### config.mk
export PLATFORM = sky130hd
export DESIGN_NAME = sleep_wake_seq
export DESIGN_NICKNAME = d
export VERILOG_FILES = /design/src/rtl/sleep_wake_seq.sv
export SDC_FILE = /design/constraint.sdc
export NUM_CORES = 1
export LEC_CHECK = 0
export ABC_CLOCK_PERIOD_IN_PS = 2400
export BUFFER_PORTS_ARGS = -buffer_cell sky130_fd_sc_hd__buf_2
export CAP_MARGIN = 30
export CORE_MARGIN = 3
export CORE_UTILIZATION = 45
export CTS_CLUSTER_DIAMETER = 40
export DETAILED_ROUTE_END_ITERATION = 16
export GPL_ROUTABILITY_DRIVEN = 0
export PLACE_DENSITY = 0.64
export SKIP_CTS_REPAIR_TIMING = 1
export SLEW_MARGIN = 25
export SYNTH_ARGS = -nofsm -noshare
export SYNTH_HDL_FRONTEND = slang
export SYNTH_SLANG_ARGS = --single-unit
### constraint.sdc
create_clock -name clk -period 2.4 [get_ports clk]
set_input_delay 0.24 -clock clk [delete_from_list [all_inputs] [get_ports clk]]
set_output_delay 0.24 -clock clk [all_outputs]
set_load 0.03 [all_outputs]
### src/rtl/sleep_wake_seq.sv
module sleep_wake_seq #(
  parameter int OST_CLKS = 1024
) (
  input  logic       clk,
  input  logic       rst_n,
  input  logic       sleep_exec,
  input  logic [1:0] osc_mode,
  input  logic       pcif,
  input  logic       pcie,
  input  logic       gie,
  output logic [1:0] q_phase,
  output logic       stall,
  output logic       fetch_en,
  output logic       pc_load,
  output logic       vec_sel,
  output logic       dummy,
  output logic       push_ret,
  output logic       gie_clr
);
  localparam int OST_CYC = (OST_CLKS >= 8) ? OST_CLKS / 4 : 2;
  localparam int CW = $clog2(OST_CYC);

  typedef enum logic [2:0] {S_RUN, S_SLP, S_OST, S_EXE, S_DMY} st_t;

  st_t          st;
  logic [CW-1:0] ost_cnt;
  logic          vec_q;

  wire q4   = (q_phase == 2'd3);
  wire wake = pcif & pcie;
  wire rc   = &osc_mode;

  always_ff @(posedge clk) begin
    if (!rst_n) begin
      q_phase <= 2'd0;
      st      <= S_RUN;
      ost_cnt <= '0;
      vec_q   <= 1'b0;
    end else begin
      q_phase <= q_phase + 2'd1;
      if (q4) begin
        unique case (st)
          S_RUN: if (sleep_exec && !wake) st <= S_SLP;
          S_SLP: if (wake) begin
            vec_q   <= gie;
            ost_cnt <= '0;
            if (!rc)      st <= S_OST;
            else if (gie) st <= S_EXE;
            else          st <= S_RUN;
          end
          S_OST: begin
            if (ost_cnt == CW'(OST_CYC - 1)) st <= vec_q ? S_EXE : S_RUN;
            else ost_cnt <= ost_cnt + 1'b1;
          end
          S_EXE: st <= S_DMY;
          S_DMY: st <= S_RUN;
          default: st <= S_RUN;
        endcase
      end
    end
  end

  assign stall    = (st == S_SLP) || (st == S_OST);
  assign fetch_en = (st == S_RUN) || (st == S_EXE);
  assign push_ret = (st == S_EXE);
  assign gie_clr  = (st == S_EXE);
  assign dummy    = (st == S_DMY);
  assign pc_load  = (st == S_DMY);
  assign vec_sel  = (st == S_DMY);
endmodule


==> metrics.md, run 1 <==
| Metric | Value |
|---|---|
| Arrival time worst endpoint | 1.85 ns |
| VDD IR max | 343.2 uV |
| Largest net degree at the start of global routing | 11 |
| Via-to-Cell Ratio | 5.757 |
| CTS buffer count | 3 |
| Routed Antenna Nets | 0 |
| Final hold vios | 0 |
| Area Overhead vs Synth | 12.41% |
| Die Wd | 48.87 um |
| Maxcap violations | 0 |
| Outcome | completed |
| Final setup violation count | 0 |
| Worst R2R End | ost_cnt[3] |
| Drt first pass iters | 4 |
| Leakage | 0.3892 nW |
| Max stage delay on crit path | 0.42 ns |
| Yosys cell types | 37 |
| Slowest-stage cell, CP | dfxtp_1 |
| Worst Path Required | 2.56 ns |
| Final min period | 1.689 ns |
| Starting Density | 51.32% |
| Residual DRC | 0 |
| EDFF count, synth | 0 |
| Layout cell share with drive strength beyond 1 | 21.43% |
| R2R depth | 5 |
| Delay-heaviest family, CP | compound AO/OA/AOI/OAI gates |
| R2r setup slk | 0.71 ns |
| Row count | 14 |
| Die Height | 48.87 um |
| Max-slew headroom at the worst pin | 75.18% |
| Synthesis-stage register bit count | 14 |
| CP Cell Sequence | ha_1, nand4_1, o2111a_1, a41oi_1, a31oi_1 |
| Worst-Margin Slew | 0.3724 ns |
| Fin. max-slew vios | 0 |
| Syn_area_per_cell | 8.439 um2 |
| Vias post-DR | 783 |
| DR WL/cell | 13.49 um |
| All-Layer GR Usage | 17.29% |
| Reg2Reg Launch Point | ost_cnt[0] |
| WL final | 1834 um |
| Seq/Total Area, Yosys | 33.89% |
| Buffers on Ports | 16 |
| Crit Path Class | register to register |
| Setup TNS | 0 ns |
| Crit. path cell count | 5 |
| FFs w/ async S/R, synth | 0% |
| H-tree levels | 1 |
| Worst path bufs/invs | 0 |
| Final Skew | 0.009256 ns |
| Synthesis Warnings | 0 |
| Crit Path Max Fanout | 5 |
| Fin nets | 123 |
| Hold Crit Class | input pin to register |
| CP Capture Point | ost_cnt[3] |
| DRT iter0 DRCs | 22 |
| Hold slack | 0.2111 ns |
| Core area | 1612 um2 |
| RSZ-0062 raised after global routing | no |
| Vias in the first global route | 712 |
| Gr ovfl total | 0 |
| Worst Setup SP | ost_cnt[0] |
| Dpl ws | 0.7660 ns |
| Netlist Area Pre-Place | 827.0 um2 |
| Initial antenna violation count | 0 |
| Worst-Skew Late Latency | 0.29 ns |
| Fmax achieved | 0.5922 GHz |
| First-pass GRT wire length | 3153 um |
| Final worst path period share | 70.36% |
| Power Density | 485.1 nW/um2 |
| Crit. End Element | register |
| Die area | 2388 um2 |
| Clk buf depth | 2 |
| I/O pin count | 17 |
| Clock Pin Slew Worst Setup and Hold Paths | 0.09 ns |
| Final critical-path setup slack | 0.7114 ns |
| TritonCTS clock tree | built |
| CTS root buffer | clkbuf_4 |
| Main synth FF type | dfxtp_1 |
| Syn_nets | 108 |
| Startpoint types | register |
| Cells after synthesis | 98 |
| # diodes | 0 |
| Design Power | 0.0004510 W |
| Clock sinks | 14 |
| Hpwl dp | 1344 um |
worst min-delay path by stage:
stage | from | slack [ns] | to | cells past startpoint
6_report | gie | 0.21 | vec_q | 3
5_1_grt | gie | 0.25 | vec_q | 3
4_1_cts | gie | 0.21 | vec_q | 3
3_5_place_dp | q_phase[0] | 0.45 | q_phase[0] | 1
3_3_place_gp | q_phase[0] | 0.44 | q_phase[0] | 1
2_1_floorplan | rst_n | 0.36 | q_phase[1] | 1
synthesized netlist by cell type, types with 3 or more instances:
cell	number	area share [%]
a21oi_1	6	3.6
inv_1	6	2.7
nor3_1	4	2.4
dfxtp_1	14	34
nand2_1	7	3.2
nor2_1	9	4.1
mux2i_1	3	3.6
buf_4	3	2.7
nand3_1	5	3.0
a31oi_1	5	3.8
report_power, final:
| part | internal, W | switching, W | total [W] |
|---|---|---|---|
| clock | 0.0000925 | 0.0000817 | 0.000174 |
| combinational | 0.0000137 | 0.0000243 | 0.0000380 |
| sequential | 0.000236 | 0.00000308 | 0.000239 |
| total | 0.000342 | 0.000109 | 0.000451 |
flip-flops by register name, summed over array words and instances, names as in the netlist:
signal	flops
ost_cnt	8
vec_q	1
st	3
q_phase	2
worst min-delay path: stages:
cell	delay, ns
buf_2	0.09
mux2i_1	0.06
nor2_1	0.08
stage by stage:
step	util [%]	cell area [um2]	std cells
2_1_floorplan	-	827.0	98
3_3_place_gp	55.43	893.4	132
3_5_place_dp	55.43	893.4	132
4_1_cts	57.69	929.6	136
5_1_grt	57.69	929.6	136
6_report	57.69	929.6	136
layout by cell type (no fill, tap or decap), drive strengths merged, types with 2 or more instances in the layout:
| master | synthesis | routed |
|---|---|---|
| and4b | 2 | 2 |
| a21oi | 6 | 6 |
| nor3 | 4 | 4 |
| o2111ai | 2 | 2 |
| nand4 | 2 | 2 |
| o21ai | 4 | 4 |
| nor2 | 10 | 10 |
| inv | 6 | 6 |
| nand2 | 7 | 7 |
| buf | 6 | 16 |
| dfxtp | 14 | 14 |
| nand3 | 5 | 5 |
| nor2b | 2 | 2 |
| mux2i | 3 | 3 |
| ha | 2 | 2 |
| a41o | 2 | 2 |
| clkbuf | 0 | 4 |
| a31oi | 5 | 5 |
cell type report:
cell class,count,area [um2]
multi-input combinational,72,480.5
inverter,6,22.52
tap,24,30.03
timing repair buffer,16,80.08
fill,161,681.9
sequential,14,280.3
clock buffer,4,36.28
metal layers:
| metal | up-vias | track usage (%) | share of wire, % |
|---|---|---|---|
| li1 | 394 | - | - |
| met1 | 349 | 22.78 | 51 |
| met2 | 35 | 23.30 | 40 |
| met3 | 5 | 5.810 | 6.8 |
| met4 | 0 | 11.85 | 2.1 |
| met5 | - | 0 | 0 |
kinds of logic after synthesis:
logic type,share of synthesized area [%]
and+or+nand+nor,26.02
DFF,33.89
adders and majority gates,3.025
buffers and inverters,8.018
muxes,3.631
AOI/OAI and AO/OA,25.42
(Power assumes the default switching activity.)
==> inputs of run 2 (changes only) <==
ABC_CLOCK_PERIOD_IN_PS = 1550   (was 2400)
PLACE_DENSITY = 0.66   (was 0.64)
clock period = 1.55 ns   (was 2.4 ns; I/O delays follow)
==> run 2 against run 1 <==
  * Clock power grew 57%
  * Critical path depth grew 1
  * Via count increased by 8.4%
  * Register-to-register slack worse by 0.64 ns
  * Cell area increased by 12%
  * Combinational power increased by 74%
  * Critical endpoint is now stall
==> metrics.md, run 2 (synthesis results as in run 1) <==
| Metric | Value |
|---|---|
| Outcome | completed (unchanged) |
| TritonCTS clock tree | built (unchanged) |
| Power Density | 683.4 nW/um2 (was 485.1 nW/um2) |
| Top flop regs | ost_cnt: 8 flops, st: 3 flops, q_phase: 2 flops (unchanged) |
| Final hold vios | 0 (unchanged) |
| Starting Density | 51.32% (unchanged) |
| First-pass GRT wire length | 3318 um (was 3153 um) |
| Max stage delay on crit path | 0.39 ns (was 0.42 ns) |
| Hold Crit Class | input pin to register (unchanged) |
| Die area | 2388 um2 (unchanged) |
| Fin. max-slew vios | 0 (unchanged) |
| Max reg flops | 8 (unchanged) |
| CTS root buffer | clkbuf_4 (unchanged) |
| Crit Path Class | register to output port (was register to register) |
| Die Height | 48.87 um (unchanged) |
| Most frequent cells in the layout | 15 x buf_2, 11 x buf_4, 10 x dfxtp_1 (was 16 x buf_2, 14 x dfxtp_1, 9 x nor2_1) |
| Worst-Skew Late Latency | 0.29 ns (about the same) |
| Final Skew | 0.01220 ns (was 0.009256 ns) |
| Gr ovfl total | 0 (unchanged) |
| Via-to-Cell Ratio | 5.776 (was 5.757) |
| Drt first pass iters | 4 (unchanged) |
| Vias in the first global route | 749 (was 712) |
| Crit Path Max Fanout | 7 (was 5) |
| Met3 Routed Length | 121 um (was 124 um) |
| CTS buffer count | 3 (unchanged) |
| Vias post-DR | 849 (was 783) |
| Routed Antenna Nets | 0 (unchanged) |
| Final Util | 64.36% (was 57.69%) |
| I/O pin count | 17 (unchanged) |
| Met2 routed WL | 956 um (was 735 um) |
| Leakage | 0.4517 nW (was 0.3892 nW) |
| Fmax achieved | 0.6616 GHz |
| Final setup violation count | 0 (unchanged) |
| Commonest non-fill, non-tap cell in the layout | buf_2 (unchanged) |
| Clock sinks | 14 (unchanged) |
| Buffers on Ports | 16 (unchanged) |
| Core area | 1612 um2 (unchanged) |
| Slowest-stage cell, CP | dfxtp_4 (was dfxtp_1) |
| Die Wd | 48.87 um (unchanged) |
| Clock Pin Slew Worst Setup and Hold Paths | 0.10 ns (was 0.09 ns) |
| Setup TNS | 0 ns (unchanged) |
| H-tree levels | 1 (unchanged) |
| Maxcap violations | 0 (unchanged) |
| Worst path bufs/invs | 3 (was 0) |
| Arrival time worst endpoint | 1.36 ns (was 1.85 ns) |
| Worst-Margin Slew | 0.3523 ns (was 0.3724 ns) |
| Row count | 14 (unchanged) |
| All-Layer GR Usage | 17.76% (was 17.29%) |
| Residual DRC | 0 (unchanged) |
| Max-slew headroom at the worst pin | 76.49% (was 75.18%) |
| DR WL/cell | 14.08 um (was 13.49 um) |
| Hold slack | 0.1207 ns (was 0.2111 ns) |
| R2r setup slk | 0.07 ns (was 0.71 ns) |
| Area Overhead vs Synth | 25.42% (was 12.41%) |
| Hpwl dp | 1468 um (was 1344 um) |
| Fin nets | 134 (was 123) |
| Startpoint types | register (unchanged) |
| Register name with the most flops | ost_cnt (unchanged) |
| Clk buf depth | 2 (unchanged) |
| CP most frequent cell | nor2_1 |
| Initial antenna violation count | 0 (unchanged) |
| Worst Path Required | 1.39 ns (was 2.56 ns) |
| Largest net degree at the start of global routing | 9 (was 11) |
| Final worst path period share | 97.52% |
| DRT iter0 DRCs | 38 (was 22) |
| # diodes | 0 (unchanged) |
| Final min period | 1.512 ns |
| Layout cell share with drive strength beyond 1 | 35.77% (was 21.43%) |
| Delay-heaviest family, CP | flip-flops (was compound AO/OA/AOI/OAI gates) |
| Uppermost layer routed | met4 (unchanged) |
| CP Cell Sequence | buf_4, inv_1, nor2_2, nor2_1, nor2_1, clkbuf_4 (was ha_1, nand4_1, o2111a_1, a41oi_1, a31oi_1) |
| Crit. End Element | output port (was register) |
| WL final | 2070 um (was 1834 um) |
| VDD IR max | 584.8 uV (was 343.2 uV) |
| WL met1 | 963 um (was 936 um) |
==> run 2: area by class of cell <==
| class | instances | area (um2) |
|---|---|---|
| Clock buffer | 4 | 36.28 |
| Timing Repair Buffer | 27 | 165.2 |
| Tap cell | 24 | 30.03 |
| Multi-Input combinational cell | 72 | 495.5 |
| Fill cell | 140 | 574.3 |
| Sequential cell | 14 | 287.8 |
| Inverter | 6 | 22.52 |
==> run 2: report_power, final <==
| group | switching (W) | total [W] | internal (W) |
|---|---|---|---|
| clock | 0.000131 | 0.000274 | 0.000143 |
| combinational | 0.0000400 | 0.0000660 | 0.0000260 |
| sequential | 0.00000405 | 0.000369 | 0.000365 |
==> run 2: per-stage QoR <==
stage	setup slack (ns)	std cells	area (um2)	power [W]
finish	0.03842	147	1037	0.0007089
global route	-0.08031	147	1037	0.0007394
CTS	-0.05063	146	1012	0.0007112
detailed placement	0.01360	142	975.9	0.0004414
global placement	0.09399	142	975.9	0.0004412
floorplan	0.01703	98	834.6	0.0004143
==> run 2: path summary, 6_finish.rpt <==
check,from,end,cells past startpoint
worst min-delay path,gie,vec_q,3
worst min register to register,q_phase[0],q_phase[0],1
worst max-delay path,st[0],stall,6
worst max register to register,st[1],ost_cnt[6],5
==> run 2: worst reg2reg max path, stage by stage, from the launching register on <==
cell	delay (ns)
dfxtp_1	0.40
or3b_4	0.44
nor2_4	0.15
a22oi_2	0.09
buf_4	0.17
o221ai_2	0.15
==> run 2: metal layers <==
metal | global-route usage (%) | vias up
met2 | 29.41 | 28
met1 | 21.19 | 392
met3 | 5.505 | 4
met4 | 7.109 | 0
met5 | 0 | -
li1 | - | 425
